<file path="config.mk">
export PLATFORM = sky130hd
export DESIGN_NAME = cgmt_switch_ctrl
export DESIGN_NICKNAME = d
export VERILOG_FILES = /design/src/rtl/cgmt_pkg.sv /design/src/rtl/cgmt_rr_pick.sv /design/src/rtl/cgmt_pc_bank.sv /design/src/rtl/cgmt_refill_timer.sv /design/src/rtl/cgmt_switch_ctrl.sv
export SDC_FILE = /design/constraint.sdc
export NUM_CORES = 1
export LEC_CHECK = 0
export ABC_AREA = 1
export BUFFER_PORTS_ARGS = -buffer_cell sky130_fd_sc_hd__buf_2
export CORE_MARGIN = 2
export CORE_UTILIZATION = 43
export CTS_CLUSTER_DIAMETER = 30
export CTS_CLUSTER_SIZE = 16
export DETAILED_ROUTE_END_ITERATION = 6
export SYNTH_ARGS = -nofsm -noshare
export SYNTH_HDL_FRONTEND = slang
export SYNTH_SLANG_ARGS = --single-unit
export TNS_END_PERCENT = 1
</file>
<file path="constraint.sdc">
create_clock -name clk -period 2.3 [get_ports clk]
set_clock_uncertainty 0.05 [all_clocks]
set_input_delay 0.46 -clock clk [delete_from_list [all_inputs] [get_ports clk]]
set_output_delay 0.46 -clock clk [all_outputs]
set_load 0.1 [all_outputs]
</file>
<file path="src/rtl/cgmt_pkg.sv">
package cgmt_pkg;
  typedef enum logic [1:0] {
    CG_RUN   = 2'd0,
    CG_DRAIN = 2'd1,
    CG_PICK  = 2'd2,
    CG_FILL  = 2'd3
  } cg_state_e;
endpackage

</file>
<file path="src/rtl/cgmt_rr_pick.sv">
// Round-robin scan: first eligible thread after `after`, wrapping, `after` last.
module cgmt_rr_pick #(
  parameter int NTHR = 4,
  parameter int TW   = (NTHR > 1) ? $clog2(NTHR) : 1
) (
  input  logic [NTHR-1:0] eligible,
  input  logic [TW-1:0]   after,
  output logic            hit,
  output logic [TW-1:0]   pick
);
  logic [TW:0] sum;

  always_comb begin
    hit  = 1'b0;
    pick = '0;
    sum  = '0;
    // scan from farthest to nearest so the nearest candidate is assigned last
    for (int k = NTHR; k >= 1; k--) begin
      sum = {1'b0, after} + (TW+1)'(k);
      if (sum >= (TW+1)'(NTHR)) sum = sum - (TW+1)'(NTHR);
      if (eligible[sum[TW-1:0]]) begin
        hit  = 1'b1;
        pick = sum[TW-1:0];
      end
    end
  end
endmodule

</file>
<file path="src/rtl/cgmt_pc_bank.sv">
// One resume-address register per thread, each with its own boot value.
module cgmt_pc_bank #(
  parameter int             NTHR      = 4,
  parameter int             PCW       = 32,
  parameter int             TW        = (NTHR > 1) ? $clog2(NTHR) : 1,
  parameter logic [PCW-1:0] BASE_PC   = 'h1000,
  parameter logic [PCW-1:0] PC_STRIDE = 'h100
) (
  input  logic           clk,
  input  logic           rst_n,
  input  logic           wr_en,
  input  logic [TW-1:0]  wr_thr,
  input  logic [PCW-1:0] wr_pc,
  input  logic [TW-1:0]  rd_thr,
  output logic [PCW-1:0] rd_pc
);
  logic [NTHR-1:0][PCW-1:0] slots;

  for (genvar t = 0; t < NTHR; t++) begin : g_slot
    localparam logic [PCW-1:0] BOOT = BASE_PC + PCW'(t) * PC_STRIDE;
    logic [PCW-1:0] q;
    logic           we;
    assign we = wr_en && (wr_thr == TW'(t));
    always_ff @(posedge clk or negedge rst_n) begin
      if (!rst_n)  q <= BOOT;
      else if (we) q <= wr_pc;
    end
    assign slots[t] = q;
  end

  assign rd_pc = slots[rd_thr];
endmodule

</file>
<file path="src/rtl/cgmt_refill_timer.sv">
// Counts refill cycles; `last` marks the final one.
module cgmt_refill_timer #(
  parameter int DEPTH = 4,
  parameter int CW    = $clog2(DEPTH + 1)
) (
  input  logic clk,
  input  logic rst_n,
  input  logic start,
  input  logic ena,
  output logic last
);
  logic [CW-1:0] cnt_q;
  logic [CW-1:0] cnt_d;
  logic          cnt_en;

  always_comb begin
    cnt_en = start || ena;
    cnt_d  = start ? '0 : cnt_q + CW'(1);
  end

  always_ff @(posedge clk or negedge rst_n) begin
    if (!rst_n)      cnt_q <= '0;
    else if (cnt_en) cnt_q <= cnt_d;
  end

  assign last = (cnt_q == CW'(DEPTH - 1));
endmodule

</file>
<file path="src/rtl/cgmt_switch_ctrl.sv">
module cgmt_switch_ctrl
  import cgmt_pkg::*;
#(
  parameter int             NTHR      = 4,
  parameter int             PCW       = 32,
  parameter int             DEPTH     = 4,
  parameter logic [PCW-1:0] BASE_PC   = 'h1000,
  parameter logic [PCW-1:0] PC_STRIDE = 'h100,
  localparam int            TW        = (NTHR > 1) ? $clog2(NTHR) : 1
) (
  input  logic            clk,
  input  logic            rst_n,
  input  logic            miss_i,
  input  logic [PCW-1:0]  pc_cur_i,
  input  logic [NTHR-1:0] ready_i,
  input  logic [NTHR-1:0] miss_done_i,
  output logic [TW-1:0]   active_o,
  output logic [PCW-1:0]  resume_pc_o,
  output logic            pc_load_o,
  output logic            flush_o,
  output logic            fetch_en_o,
  output logic            refill_o
);
  cg_state_e       state_q, state_d;
  logic [TW-1:0]   active_q, active_d;
  logic [NTHR-1:0] wait_q, wait_d;
  logic            load_q;
  logic            save, start, hit, tlast;
  logic [TW-1:0]   pick;
  logic [NTHR-1:0] eligible;

  assign eligible = ready_i & ~wait_q;

  cgmt_rr_pick #(.NTHR(NTHR), .TW(TW)) u_pick (
    .eligible (eligible),
    .after    (active_q),
    .hit      (hit),
    .pick     (pick)
  );

  cgmt_pc_bank #(
    .NTHR(NTHR), .PCW(PCW), .TW(TW), .BASE_PC(BASE_PC), .PC_STRIDE(PC_STRIDE)
  ) u_bank (
    .clk    (clk),
    .rst_n  (rst_n),
    .wr_en  (save),
    .wr_thr (active_q),
    .wr_pc  (pc_cur_i),
    .rd_thr (active_q),
    .rd_pc  (resume_pc_o)
  );

  cgmt_refill_timer #(.DEPTH(DEPTH)) u_timer (
    .clk   (clk),
    .rst_n (rst_n),
    .start (start),
    .ena   (state_q == CG_FILL),
    .last  (tlast)
  );

  // next-state logic
  always_comb begin
    state_d  = state_q;
    active_d = active_q;
    save     = 1'b0;
    start    = 1'b0;
    unique case (state_q)
      CG_RUN: begin
        if (miss_i) begin
          state_d = CG_DRAIN;
          save    = 1'b1;
        end
      end
      CG_DRAIN: state_d = CG_PICK;
      CG_PICK: begin
        if (hit) begin
          state_d  = CG_FILL;
          active_d = pick;
          start    = 1'b1;
        end
      end
      CG_FILL: begin
        if (tlast) state_d = CG_RUN;
      end
      default: state_d = CG_PICK;
    endcase
  end

  // parking mask: a new miss outranks a completion in the same cycle
  always_comb begin
    for (int t = 0; t < NTHR; t++) begin
      wait_d[t] = (save && (active_q == TW'(t))) || (wait_q[t] && !miss_done_i[t]);
    end
  end

  // registers
  always_ff @(posedge clk or negedge rst_n) begin
    if (!rst_n) begin
      state_q <= CG_PICK;
      wait_q  <= '0;
      load_q  <= 1'b0;
    end else begin
      state_q <= state_d;
      wait_q  <= wait_d;
      load_q  <= start;
    end
  end

  always_ff @(posedge clk or negedge rst_n) begin
    if (!rst_n)     active_q <= TW'(NTHR - 1);
    else if (start) active_q <= active_d;
  end

  assign active_o   = active_q;
  assign pc_load_o  = load_q;
  assign flush_o    = (state_q == CG_DRAIN);
  assign refill_o   = (state_q == CG_FILL);
  assign fetch_en_o = (state_q == CG_RUN) || (state_q == CG_FILL);
endmodule

</file>
==> metrics.md, run 1 <==
| Metric | Value |
|---|---|
| Outcome | `finished, violations left` |
| Failing checks | `negative setup slack` |
| Compound-gate portion of the synthesized area | `about a fifth` |
| Largest family of logic cells by synthesized area | `compound AO/OA/AOI/OAI gates` |
| Simple-gate portion of the synthesized area | `15.5%` |
| N_diodes | `0` |
| Area grow syn2layout | `40.9%` |
| Clock Path Buffers | `2` |
| Mapped Cells | `734` |
| CP required | `between 1.5 and 2 ns` |
| CTS Sinks | `140` |
| Gr usage total | `22.9%` |
| CP endpoint kind | `output port` |
| Initial Utilization | `43.6%` |
| Layout Nets | `867` |
| Max-Cap Viols | `0` |
| Via density | `5.34` |
| Final Cycle Share | `105%` |
| Vias in the first global route | `approximately 5500` |
| DRT Wirelength | `16900 um` |
| Util after Layout | `61.5%` |
| Commonest non-fill, non-tap cell in the layout | `nand2_1` |
| WL/cell | `16.7 um` |
| Min-Delay Path Class | `in -> reg` |
| Row Count | `44` |
| Final Max Tran Viols | `0` |
| Adder-cell area share of the yosys netlist | `2.19%` |
| Die Wd | `125 um` |
| Setup WS post-layout | `-0.121 ns` |
| First drt pass iteration count | `5` |
| Iteration-0 DRC Markers | `506` |
| Unique masters post-synth | `25` |
| Reg clk slew, reported paths | `0.06 ns` |
| Sequential element share of the synthesized area | `55.9%` |
| Largest net degree at the start of global routing | `between 70 and 80` |
| Fmax | `a little over 400 MHz` |
| Vias post-DR | `5396` |
| Mux cell area share after synthesis | `0%` |
| Die Footprint | `0.0156 sq mm` |
| Worst hold slack | `around 0.16 ns` |
| Avg Cell Area, Syn | `8.58 sq um` |
| Slew HR | `between 60% and 70%` |
| Worst setup SP type | `flop` |
| Synth warnings | `0` |
| I/O pins | `81` |
| Final min period | `2.42 ns` |
| Crit Path Class | `reg -> out` |
| Most frequent cells in the layout | `nand2_1 (155), o21ai_0 (136), dfrtp_1 (129), nor2_1 (62)` |
| Fin. Hold Viols | `0` |
| GR Overflow Total | `0` |
| DRT antenna net count | `0` |
| Synth Register Bits | `140` |
| Placer Congestion | `0.782` |
| Post-synthesis cell area | `approximately 0.0063 sq mm` |
| H-tree depth | `4` |
| Layout cells sized above 1 | `around 29%` |
| Initial antenna violation count | `0` |
| Root buf cell | `clkbuf_16` |
| Worst Setup Slack post-DPL | `~0.037 ns` |
| First-pass GRT wire length | `28300 um` |
| Mapped Nets | `788` |
| Critical path fanouts, max | `71` |
| DRC Markers | `0` |
| Chip Height | `~120 um` |
| IO Port Bufs | `80` |
| CTS tree | `built` |
| Setup TNS | `-3.03 ns` |
| RSZ-0062 raised after global routing | `true` |
| HPWL after detailed placement | `9960 um` |
| Total CTS buffers | `17` |
| Slew @ Worst Pin | `0.505 ns` |
| Arrival @ worst endpoint | `1.91 ns` |
| Xor/xnor share of the synthesized area | `0.139%` |
| Final setup viols | `32` |
| CORE AREA | `0.0144 sq mm` |
| Clk_lat worst skew | `between 0.4 and 0.5 ns` |
==> registers in the layout (all words and copies together) (netlist names) <==
| name | flops |
|---|---|
| u_bank.g_slot.q | 128 |
| u_timer.cnt_q | 3 |
| state_q | 2 |
| pc_load_o | 1 |
| active_o | 2 |
| wait_q | 4 |
==> synth_stat cells (all sizes together) <==
cell type / count / area share, %
or2: 1 / 0.099
a21oi: 3 / 0.24
nand3: 14 / 1.4
nor2: 68 / 4.1
clkbuf: 23 / 1.4
ha: 11 / 2.2
buf: 27 / 2.3
nand2: 161 / 9.9
inv: 49 / 3.0
dfstp: 11 / 4.6
xnor2: 1 / 0.14
dfrtp: 129 / 51
o22ai: 33 / 3.3
o21ai: 203 / 16
==> repair_timing <==
| action | in CTS | in global routing |
|---|---|---|
| endpoints found under the setup margin | 34 | 61 |
| buffers inserted | 9 | 0 |
| hold buffers | 1 | 0 |
| hold endpoints to repair | 39 | 0 |
| cloned | 2 | 1 |
| gates resized for setup | 69 | 32 |
| pin swaps | 0 | 2 |
==> worst paths after layout <==
| kind | from | endpoint | slack (ns) | depth (start not counted) |
|---|---|---|---|---|
| hold / removal | miss_done_i[3] | wait_q[3] | 0.16 | 2 |
| max in group asynchronous | rst_n | state_q[1] | 1.04 | 3 |
| setup / recovery | active_o[0] | resume_pc_o[30] | -0.12 | 5 |
| setup reg to reg | active_o[0] | u_bank.g_slot[1].q[14] | 0.12 | 10 |
| min in group asynchronous | rst_n | u_bank.g_slot[2].q[3] | 0.49 | 2 |
| hold reg to reg | u_bank.g_slot[0].q[15] | u_bank.g_slot[0].q[15] | 0.43 | 2 |
==> metrics by stage <==
stage               cell area, sq um  std cells
detailed placement              7880        965
global placement                7880        965
floorplan                       6820        734
finish                          8870       1010
global route                    8870       1010
CTS                             8740       1009
==> metal layers <==
metal	GRT usage, %	wire length, um	up-vias
met5	0	0	-
li1	-	-	2596
met2	37.7	8500	143
met3	6.80	764	10
met1	29.8	7490	2647
met4	6.01	132	0
==> kinds of logic (layout without fill, tap and decap cells) <==
kind of cell / count (synthesis) / after routing
flops: 140 / 140
simple gates: 244 / 244
fa+ha+maj: 11 / 11
buf+inv: 99 / 191
xor+xnor: 1 / 1
compound gates: 239 / 239
==> worst max-delay path, stage by stage, from the launching register on <==
cell     delay [ns]
dfstp_4        0.63
buf_12         0.16
inv_16         0.12
o21ai_1        0.24
o22ai_4        0.12
buf_12         0.18
==> cell type report <==
| type | count | area (sq um) |
|---|---|---|
| Timing Repair Buffer | 110 | 1340 |
| Clock buffer | 19 | 433 |
| Inverter | 49 | 200 |
| Tap cell | 184 | 230 |
| Clock inverter | 13 | 174 |
| Sequential cell | 140 | 3520 |
| Fill cell | 1192 | 5560 |
| Multi-Input combinational cell | 495 | 2960 |
Power of run 1 is not shown: default switching activity piles up to over one toggle a cycle in this logic, so the estimate is an artifact.
==> run 2, diff against run 1 <==
- TNS_END_PERCENT: 1 -> not set
==> run 2 against run 1 <==
  * The flow still finishes with violations (negative setup slack)
  * Cell count fell by 0.20%
  * Non-clock buffer count fell by 2
  * Design area rose by 4.3%
  * Clock-buffer cell count fell by 2
  * Worst setup slack improved by 0.033 ns
  * Sequential cell count did not move
  * Critical path type unchanged
==> metrics.md, run 2 (same netlist as run 1, synthesis figures left out) <==
| Metric | Value |
|---|---|
| Outcome | `finished, violations left` |
| Failing checks | `negative setup slack` |
| Placer Congestion | `0.787` |
| Max-Cap Viols | `0` |
| Iteration-0 DRC Markers | `just under 500` |
| Slew HR | `66.3%` |
| First drt pass iteration count | `5` |
| Via density | `around 5.4` |
| Final setup viols | `32` |
| WL/cell | `17.1 um` |
| Worst hold slack | `roughly 0.17 ns` |
| Vias in the first global route | `between 5000 and 6000` |
| H-tree depth | `4` |
| CP required | `1.79 ns` |
| Arrival @ worst endpoint | `1.88 ns` |
| DRT Wirelength | `approximately 17000 um` |
| RSZ-0062 raised after global routing | `true` |
| Total CTS buffers | `17` |
| Row Count | `44` |
| Slew @ Worst Pin | `0.506 ns` |
| Final min period | `2.39 ns` |
| DRC Markers | `0` |
| Commonest non-fill, non-tap cell in the layout | `nand2_1` |
| Worst setup SP type | `flop` |
| Fmax | `419 MHz` |
| Gr usage total | `22.7%` |
| CORE AREA | `0.0144 sq mm` |
| CP endpoint kind | `output port` |
| Final Cycle Share | `104%` |
| IO Port Bufs | `80` |
| Largest Register | `u_bank.g_slot.q` |
| Vias post-DR | `around 5400` |
| Layout cells sized above 1 | `33.9%` |
| Reg clk slew, reported paths | `about 0.06 ns` |
| DRT antenna net count | `0` |
| Most frequent cells in the layout | `nand2_1 (156), o21ai_0 (143), dfrtp_1 (129), inv_1 (45), buf_12 (45)` |
| Chip Height | `125 um` |
| HPWL after detailed placement | `around 10000 um` |
| Fill count | `about 1200` |
| Clk_lat worst skew | `0.42 ns` |
| Area grow syn2layout | `46.9%` |
| Worst Setup Slack post-DPL | `about 0.20 ns` |
| CTS Sinks | `140` |
| CTS tree | `built` |
| Min-Delay Path Class | `in -> reg` |
| Largest net degree at the start of global routing | `57` |
| Root buf cell | `clkbuf_16` |
| Setup WS post-layout | `-0.0882 ns` |
| Layout Nets | `865` |
| Initial antenna violation count | `0` |
| Initial Utilization | `43.6%` |
| I/O pins | `81` |
| First-pass GRT wire length | `28500 um` |
| Critical path fanouts, max | `20` |
| Clock Path Buffers | `2` |
| Die Footprint | `0.0156 sq mm` |
| Cells after DPL | `967` |
| Final Max Tran Viols | `0` |
| Max FFs per register | `128` |
| GR Overflow Total | `0` |
| Regs by FF count | `u_bank.g_slot.q: 128 flops, wait_q: 4 flops, u_timer.cnt_q: 3 flops` |
| Die Wd | `125 um` |
| N_diodes | `0` |
| Fin. Hold Viols | `0` |
| Crit Path Class | `reg -> out` |
| Non-Filler Instances | `slightly above 1000` |
run 2: changes by cell type in the layout (fill, tap and decap cells not counted), moves of 11 or more:
cell and change:
o21ai_2 -17, nor2_1 -36, nor2_2 +29, o21ai_4 +21, o21ai_1 -11
run 2: repair_timing:
action	4_1_cts	5_1_grt
gates resized for setup	81	55
pin swaps	0	0
endpoints found under the hold margin	48	0
hold buffers	1	0
cloned	2	1
setup buffers	2	3
setup endpoints to repair	33	32
run 2: final timing paths:
kind                                        start                     end  slack [ns]  cells past startpoint
min in group asynchronous                   rst_n   u_bank.g_slot[2].q[4]        0.52                      2
hold reg to reg            u_bank.g_slot[2].q[28]  u_bank.g_slot[2].q[28]        0.43                      2
max in group asynchronous                   rst_n  u_bank.g_slot[3].q[12]        0.98                      3
setup / recovery                      active_o[0]          resume_pc_o[9]       -0.09                      5
setup reg to reg                      active_o[1]   u_bank.g_slot[0].q[2]        0.24                      6
hold / removal                     miss_done_i[0]               wait_q[0]        0.17                      2
run 2: through the flow:
step	area, sq um	TNS, ns	util (%)
5_1_grt	9250	-4.09	64.1
4_1_cts	8960	-2.60	62.1
6_report	9250	-1.98	64.1
2_1_floorplan	6850	-2.03	-
3_5_place_dp	8000	0	55.5
3_3_place_gp	8000	0	55.5
run 2: cell type report:
cell class              instances  area (sq um)  area share, %
inverters                      49           186           2.02
clock inverters                15           268           2.90
flip-flops and latches        140          3520           38.1
clock buffers                  17           425           4.60
repair buffers                108          1360           14.7
well taps                     184           230           2.49
multi-input cells             495          3260           35.2
run 2: routing by layer:
layer | global-route usage [%] | vias to the layer above | share of wire [%]
li1 | - | 2591 | -
met1 | 30.7 | 2692 | 45
met2 | 37.6 | 131 | 51
met3 | 4.79 | 9 | 4.3
met4 | 5.95 | 0 | 0.61
met5 | 0 | - | 0
run 2: critical path: stages (launching register included):
cell       delay (ns)
dfstp_4          0.70
inv_4            0.08
clkbuf_16        0.22
o21ai_4          0.18
o22ai_4          0.10
buf_12           0.18
Power of run 2 is left out for the same reason.
